===== src/rtl/ramp_adc_pkg.sv =====
package ramp_adc_pkg;
  typedef enum logic {
    ST_IDLE = 1'b0,
    ST_CONV = 1'b1
  } conv_state_t;
endpackage


===== src/rtl/ramp_adc_sync.sv =====
module ramp_adc_sync #(
  parameter int STAGES = 2
) (
  input  logic clk,
  input  logic rst_n,
  input  logic d_i,
  output logic q_o
);
  logic [STAGES-1:0] shreg;

  generate
    if (STAGES == 1) begin : g_one
      always_ff @(posedge clk or negedge rst_n) begin
        if (!rst_n) shreg <= '0;
        else        shreg <= d_i;
      end
    end else begin : g_many
      always_ff @(posedge clk or negedge rst_n) begin
        if (!rst_n) shreg <= '0;
        else        shreg <= {shreg[STAGES-2:0], d_i};
      end
    end
  endgenerate

  assign q_o = shreg[STAGES-1];
endmodule


===== src/rtl/ramp_adc_presc.sv =====
module ramp_adc_presc #(
  parameter int PRESC_W = 8
) (
  input  logic clk,
  input  logic rst_n,
  output logic restart_o
);
  logic [PRESC_W-1:0] cnt;
  logic               top_q;
  logic               top_bit;

  assign top_bit = cnt[PRESC_W-1];

  always_ff @(posedge clk or negedge rst_n) begin
    if (!rst_n) begin
      cnt   <= '0;
      top_q <= 1'b0;
    end else begin
      cnt   <= cnt + PRESC_W'(1);
      top_q <= top_bit;
    end
  end

  // rising edge of the prescaler top bit
  assign restart_o = top_bit & ~top_q;

  AST_RESTART_SINGLE: assert property (@(posedge clk) disable iff (!rst_n)
    restart_o |=> !restart_o);
endmodule


===== src/rtl/ramp_adc_seq.sv =====
module ramp_adc_seq
  import ramp_adc_pkg::*;
#(
  parameter int WIDTH  = 4,
  parameter int SETTLE = 3
) (
  input  logic             clk,
  input  logic             rst_n,
  input  logic             restart_i,
  input  logic             cmp_s_i,
  output logic [WIDTH-1:0] code_o,
  output logic [WIDTH-1:0] result_o,
  output logic             over_o,
  output logic             done_o
);
  localparam int WCW = $clog2(SETTLE + 2);

  conv_state_t      st;
  logic [WIDTH-1:0] code_q;
  logic [WIDTH-1:0] res_q;
  logic             over_q;
  logic             done_q;
  logic [WCW-1:0]   wcnt;

  function automatic logic at_top(input logic [WIDTH-1:0] c);
    return &c;
  endfunction

  function automatic logic settled(input logic [WCW-1:0] n);
    return n == WCW'(SETTLE);
  endfunction

  // named internal events
  logic sample_ev, trip_ev, top_ev, step_ev, finish_ev;
  assign sample_ev = (st == ST_CONV) && !restart_i && settled(wcnt);
  assign trip_ev   = sample_ev && cmp_s_i;
  assign top_ev    = sample_ev && !cmp_s_i && at_top(code_q);
  assign step_ev   = sample_ev && !cmp_s_i && !at_top(code_q);
  assign finish_ev = trip_ev || top_ev;

  always_ff @(posedge clk or negedge rst_n) begin
    if (!rst_n) begin
      st     <= ST_IDLE;
      code_q <= '0;
      res_q  <= '0;
      over_q <= 1'b0;
      done_q <= 1'b0;
      wcnt   <= '0;
    end else begin
      done_q <= 1'b0;
      if (restart_i) begin
        st     <= ST_CONV;
        code_q <= '0;
        wcnt   <= '0;
      end else if (st == ST_CONV) begin
        if (finish_ev) begin
          st     <= ST_IDLE;
          res_q  <= code_q;
          over_q <= top_ev;
          done_q <= 1'b1;
        end else if (step_ev) begin
          code_q <= code_q + WIDTH'(1);
          wcnt   <= '0;
        end else begin
          wcnt   <= wcnt + WCW'(1);
        end
      end
    end
  end

  assign code_o   = code_q;
  assign result_o = res_q;
  assign over_o   = over_q;
  assign done_o   = done_q;

  AST_CODE_STEP: assert property (@(posedge clk) disable iff (!rst_n)
    $changed(code_q) |-> ($past(restart_i) || code_q == $past(code_q) + WIDTH'(1)));
  AST_LOAD_ZERO: assert property (@(posedge clk) disable iff (!rst_n)
    restart_i |=> code_q == '0);
  AST_DONE_PULSE: assert property (@(posedge clk) disable iff (!rst_n)
    done_q |=> !done_q);
  AST_RESULT_HOLD: assert property (@(posedge clk) disable iff (!rst_n)
    !done_q |-> ($stable(res_q) && $stable(over_q)));
  AST_OVER_FULL: assert property (@(posedge clk) disable iff (!rst_n)
    (done_q && over_q) |-> at_top(res_q));
  AST_TRIP_SEEN: assert property (@(posedge clk) disable iff (!rst_n)
    (done_q && !over_q) |-> $past(cmp_s_i));
endmodule


===== src/rtl/ramp_adc.sv =====
module ramp_adc #(
  parameter int WIDTH   = 4,
  parameter int SETTLE  = 3,
  parameter int PRESC_W = 8,
  parameter int SYNC_N  = 2
) (
  input  logic             clk,
  input  logic             rst_n,
  input  logic             cmp_i,
  output logic [WIDTH-1:0] dac_code_o,
  output logic [WIDTH-1:0] result_o,
  output logic             done_o,
  output logic             over_o
);
  logic cmp_s;
  logic restart;

  ramp_adc_sync #(.STAGES(SYNC_N)) u_sync (
    .clk   (clk),
    .rst_n (rst_n),
    .d_i   (cmp_i),
    .q_o   (cmp_s)
  );

  ramp_adc_presc #(.PRESC_W(PRESC_W)) u_presc (
    .clk       (clk),
    .rst_n     (rst_n),
    .restart_o (restart)
  );

  ramp_adc_seq #(.WIDTH(WIDTH), .SETTLE(SETTLE)) u_seq (
    .clk       (clk),
    .rst_n     (rst_n),
    .restart_i (restart),
    .cmp_s_i   (cmp_s),
    .code_o    (dac_code_o),
    .result_o  (result_o),
    .over_o    (over_o),
    .done_o    (done_o)
  );

  AST_RESET_QUIET: assert property (@(posedge clk) disable iff (!rst_n)
    $rose(rst_n) |-> (!done_o && !over_o));
endmodule


===== config.mk =====
export PLATFORM = sky130hd
export DESIGN_NAME = ramp_adc
export DESIGN_NICKNAME = d
export VERILOG_FILES = /design/src/rtl/ramp_adc_pkg.sv /design/src/rtl/ramp_adc_sync.sv /design/src/rtl/ramp_adc_presc.sv /design/src/rtl/ramp_adc_seq.sv /design/src/rtl/ramp_adc.sv
export SDC_FILE = /design/constraint.sdc
export NUM_CORES = 1
export LEC_CHECK = 0
export ABC_CLOCK_PERIOD_IN_PS = 2800
export CAP_MARGIN = 30
export CORE_MARGIN = 2
export CORE_UTILIZATION = 57
export DETAILED_ROUTE_END_ITERATION = 6
export GPL_TIMING_DRIVEN = 0
export PLACE_DENSITY = 0.85
export SLEW_MARGIN = 20
export SYNTH_ARGS = -nofsm -noshare
export SYNTH_HDL_FRONTEND = slang
export SYNTH_HIERARCHICAL = 1
export SYNTH_SLANG_ARGS = --single-unit
export TNS_END_PERCENT = 30

===== constraint.sdc =====
create_clock -name clk -period 2.8 [get_ports clk]
set_input_delay 0.56 -clock clk [delete_from_list [all_inputs] [get_ports clk]]
set_output_delay 0.56 -clock clk [all_outputs]
set_load 0.02 [all_outputs]

After elaboration in Yosys (flattened, before gate mapping). Cells that the tools add are included.

Output and inout bits: 10. Input port bits: 3. ROM bits: 0. Bits in writable memories: 0. Bits in latches: 0. Register bits: 25. Memories kept: 0.

Mux-type cells: 14. Bitwise operators: 3. Equality and inequality tests: 2. Multiply operators: 0. Div/mod/pow operators: 0. Shift operators: 0. Magnitude comparators: 0. Reductions and logical operators: 16. $add $sub $neg: 3.

Operators with widths (count): two-way mux 4 bit (4); two-way mux 3 bit (4); adder 8 x 1 -> 8 bit, second input constant (1); logical AND 1 bit (6); two-way mux 1 bit (6); AND reduction 3 bit (2); adder 4 x 1 -> 4 bit, second input constant (1); AND reduction 4 bit (1); nonzero test 2 bit (2); adder 3 x 1 -> 3 bit, second input constant (1); equality test 3 x 2 -> 1 bit, second input constant (1); zero test 1 bit (3); != test 2 x 1 -> 1 bit, second input constant (1); inverter 1 bit (2); AND reduction 2 bit (1); bitwise AND 1 bit (1); logical OR 1 bit (1).

Logic depth before layout (Yosys ltp).
Depth in word-level cells: 11. Gate-level depth with buffers: 5. Depth with buffers taken out: 5.

Cells and area by module. Netlist, hierarchy kept.

By module, submodules not included: ramp_adc_seq (instances 1, sequential area each 350.3 um^2, cells each 59, area an instance 668.1 um^2); ramp_adc_presc (instances 1, sequential area each 225.2 um^2, cells each 26, area an instance 347.8 um^2); ramp_adc_sync (instances 1, sequential area each 50.0 um^2, cells each 2, area an instance 50.0 um^2).

Worst setup path before layout. Ideal clock, no wire load.

Path kind: register -> register. From: register u_seq.code_q[0] (netlist: u_seq/code_o[0]). To: register u_seq.code_q[3] (netlist: u_seq/code_o[3]). Data required time: 2.721 ns. Data arrival time: 1.639 ns. Slack: 1.081 ns. Buffers on the path: 0. Stages on the path, launching flop included: 5. Period minus slack after synthesis: 1.719 ns. Cells stage by stage: dfrtp_1 > ha_1 > a31o_4 > or4_1 > a21oi_1.

Cells in the longest elaborated chain, start to end: 5. Elaborated cells on any way between the ends: 13. Those cells by class: 1 x add/sub; 1 x eq/ne; 4 x mux; 7 x reduce/logical.

Ends and longest elaborated chain: start, declared (line ramp_adc_seq.sv:19) `logic [WIDTH-1:0] code_q;`; start signal, assigned (line ramp_adc_seq.sv:62) `code_q <= code_q + WIDTH'(1);`; adder 4 x 1 -> 4 bit or AND reduction 4 bit (tied branches) (line ramp_adc_seq.sv:62, ramp_adc_seq.sv:26); two-way mux 4 bit, or another cell as far along (line ramp_adc_seq.sv:61) `end else if (step_ev) begin`; two-way mux 4 bit, or another cell as far along (line ramp_adc_seq.sv:56) `if (finish_ev) begin`; two-way mux 4 bit, or another cell as far along (line ramp_adc_seq.sv:55) `end else if (st == ST_CONV) begin`; two-way mux 4 bit or AND reduction 3 bit (tied branches).

Several ways; a longest one is shown, not always the timed one. The select of a mux whose other input is x is not followed. A chain may end at the register's enable or synchronous reset.

Worst setup path in the final report.
From: register u_seq.code_q[2] (netlist: u_seq/code_o[2]). To: output port dac_code_o[2].

RTL lines: end, declared (line ramp_adc.sv:10) `output logic [WIDTH-1:0] dac_code_o,`.

No word-level cell between the ends.

==> metrics <==
outcome finished, final reports clean; # diodes 0; number of DRC markers in iteration 0 18; Ys Warns 6; worst skew pair latency 0.32 ns; Die Width 47.25 um; Final Skew 0.006143 ns; WP buf/inv 1; CP delay by family, top buffers and inverters; Power Density 426.5 mW/mm^2; Worst-path clk slew 0.12 ns; final setup TNS 0 ns; leak pwr 0.5619 nW; drt first pass iters 4; DRC viols 0; worst hold margin 0.3711 ns; IO Count 13; Post-Synthesis Cells 87; met2 Usage GRT 0.2973; DR vias/cell 5.527; IO buf count 12; Root Driver clkbuf_4; Final setup viols 0; CP required 2.24 ns; min cycle time layout 2.046 ns; post-synth top area cell dfrtp_1; crit path max fanout 8; pin count of the biggest net entering global routing 18; critical setup path kind reg -> out; Detail Route Antenna Nets 0; Vias 713; Synth top area share 0.5869; average cell area after synthesis 12.25 sq um; H-tree depth 1; R2R Setup Slk 0.98 ns; NumNets Final 112; CP Capture Type primary output; number of buffers created by CTS 3; maximum root-to-sink buffer count 2; RSZ-0062 raised after global routing false; Syn Nets 94; CTS tree done; Detailed Place HPWL 1235 um; global-route wire length before repair 2946 um; Placer Congestion 0.7753; total track usage 0.1974; Arr. time, crit path 1.49 ns; core footprint 0.001745 sq mm; Hold Crit Class reg -> reg; Routed WL 1752 um; vias in the first global route 664; Slew HR 0.6891; post-synth cell types 27; die footprint 0.002232 sq mm; die height 47.25 um; Peak supply drop 0.0003693 V; Final WS setup 0.7540 ns; max-cap viol count 0; post-CTS sizing 0; CP Cell Sequence clkdlybuf4s50_1; WL per Instance 13.58 um; slowest stage delay, CP 0.66 ns; # clock sinks 25; Post-CTS Setup Repair Bufs 0; Crit-path slowest cell clkdlybuf4s50_1; Tcrit/Tclk final 0.7307; area grow syn2layout 18.43%; share of layout cells above drive strength 1 0.1346; Startpoint Class flop; initial antenna violation count 0; highest clock rate 488.8 MHz; pre-CTS WS 1.010 ns; measured slew at the worst slew-check pin 0.4664 ns; sequential area share after synthesis 0.5869; FF+latch count, synth 25; GR Util met3 0.02692; GRT busiest layer met2; Hold Fails Final Rpt 0; GR Overflow Total 0; largest cells by area after synthesis dfrtp_1 59%, ha_1 4.7%, mux2_2 4.2%; starting density of the core 0.6108; met1 Track Usage GR 0.2727; Hold-fix buffers, CTS 0; Cell Area, Synth 0.001066 sq mm; Rows 15; Slew Limit Fails 0
[layout make-up]
class / instances / area (sq um)
multi-input cells: 57 / 421.7
plain buffers: 1 / 3.754
clock buffers: 3 / 22.52
well taps: 25 / 31.28
fillers: 135 / 483.0
repair buffers: 13 / 135.1
flip-flops and latches: 25 / 625.6
inverters: 4 / 15.01
clock inverters: 1 / 7.507
[report_power, final]
group          switching, mW  internal [mW]
sequential           0.00103          0.362
combinational        0.00993        0.00586
clock                  0.105         0.0546
[worst paths after layout]
path                                 startpoint                end  depth (start not counted)
worst max-delay path            u_seq/code_o[2]      dac_code_o[2]                          1
worst min-delay path            u_sync/shreg[0]    u_sync/shreg[1]                          0
worst max register to register    u_seq/wcnt[0]  u_seq/result_o[2]                          5
worst min register to register  u_sync/shreg[0]    u_sync/shreg[1]                          0
max in group asynchronous                 rst_n  u_seq/result_o[1]                          2
min in group asynchronous                 rst_n      u_seq/wcnt[2]                          1
[cell usage after synthesis]
cell      instances
o31ai_1           2
inv_1             4
a41oi_1           1
a21oi_1           6
nor2_1            4
nor3_2            1
mux2_2            4
xnor2_1           3
clkbuf_1          1
and3_1            1
nand3_1           6
nor3_4            1
o21ai_0           1
o211ai_1          1
nand2_1           5
a311oi_1          1
ha_1              4
xor2_1            3
nand3_2           1
dfrtp_1          25
nor2b_1           3
or3_2             1
a31o_4            1
a31oi_1           2
nand2b_1          2
or4_1             2
and3b_1           1
[worst reg2reg max path, stage by stage (launching register included)]
cell     delay [ns]
dfrtp_1        0.40
ha_1           0.15
ha_1           0.25
nand2_1        0.22
nor3_4         0.31
mux2_2         0.38
[registers in the layout, indices dropped and copies added (netlist names), 2 cells and up]
signal          flops
u_seq/code_o        4
u_presc/cnt         8
u_sync/shreg        2
u_seq/result_o      4
u_seq/wcnt          3
[cells by family after synthesis]
group                    after synthesis  synth area share
XOR/XNOR                               6           0.04930
buffers and inverters                  5           0.01760
AO/OA/AOI/OAI                         15           0.09859
multiplexers                           4           0.04225
adder cells (fa/ha/maj)                4           0.04695
flip-flops                            25            0.5869
AND/OR/NAND/NOR                       28            0.1585
[stage by stage]
step	total power [mW]	instance area (sq um)	cells	utilization
finish	0.5384	1262	129	0.7233
global route	0.5606	1262	129	0.7233
CTS	0.5509	1262	129	0.7233
detailed placement	0.3867	1232	125	0.7061
global placement	0.3837	1217	124	0.6975
floorplan	0.3736	1066	87	-
[per-layer routing]
layer / routed length, um / up-vias
met1: 834 / 348
met2: 823 / 18
met3: 65 / 4
met4: 28 / 0
met5: 0 / -
li1: - / 343
[cells in the final DEF, fill, tap and decap left out, types with 2 or more instances in the layout]
cell type	n
nand2b_1	2
clkdlybuf4s50_1	12
ha_1	4
xnor2_1	3
dfrtp_1	25
nand3_1	6
mux2_2	4
clkbuf_4	3
inv_1	4
xor2_1	3
nor2_1	4
nand2_1	5
or4_1	2
a21oi_1	6
o31ai_1	2
nor2b_1	3
a31oi_1	2
Note: power is estimated with default switching activity, not from simulation.
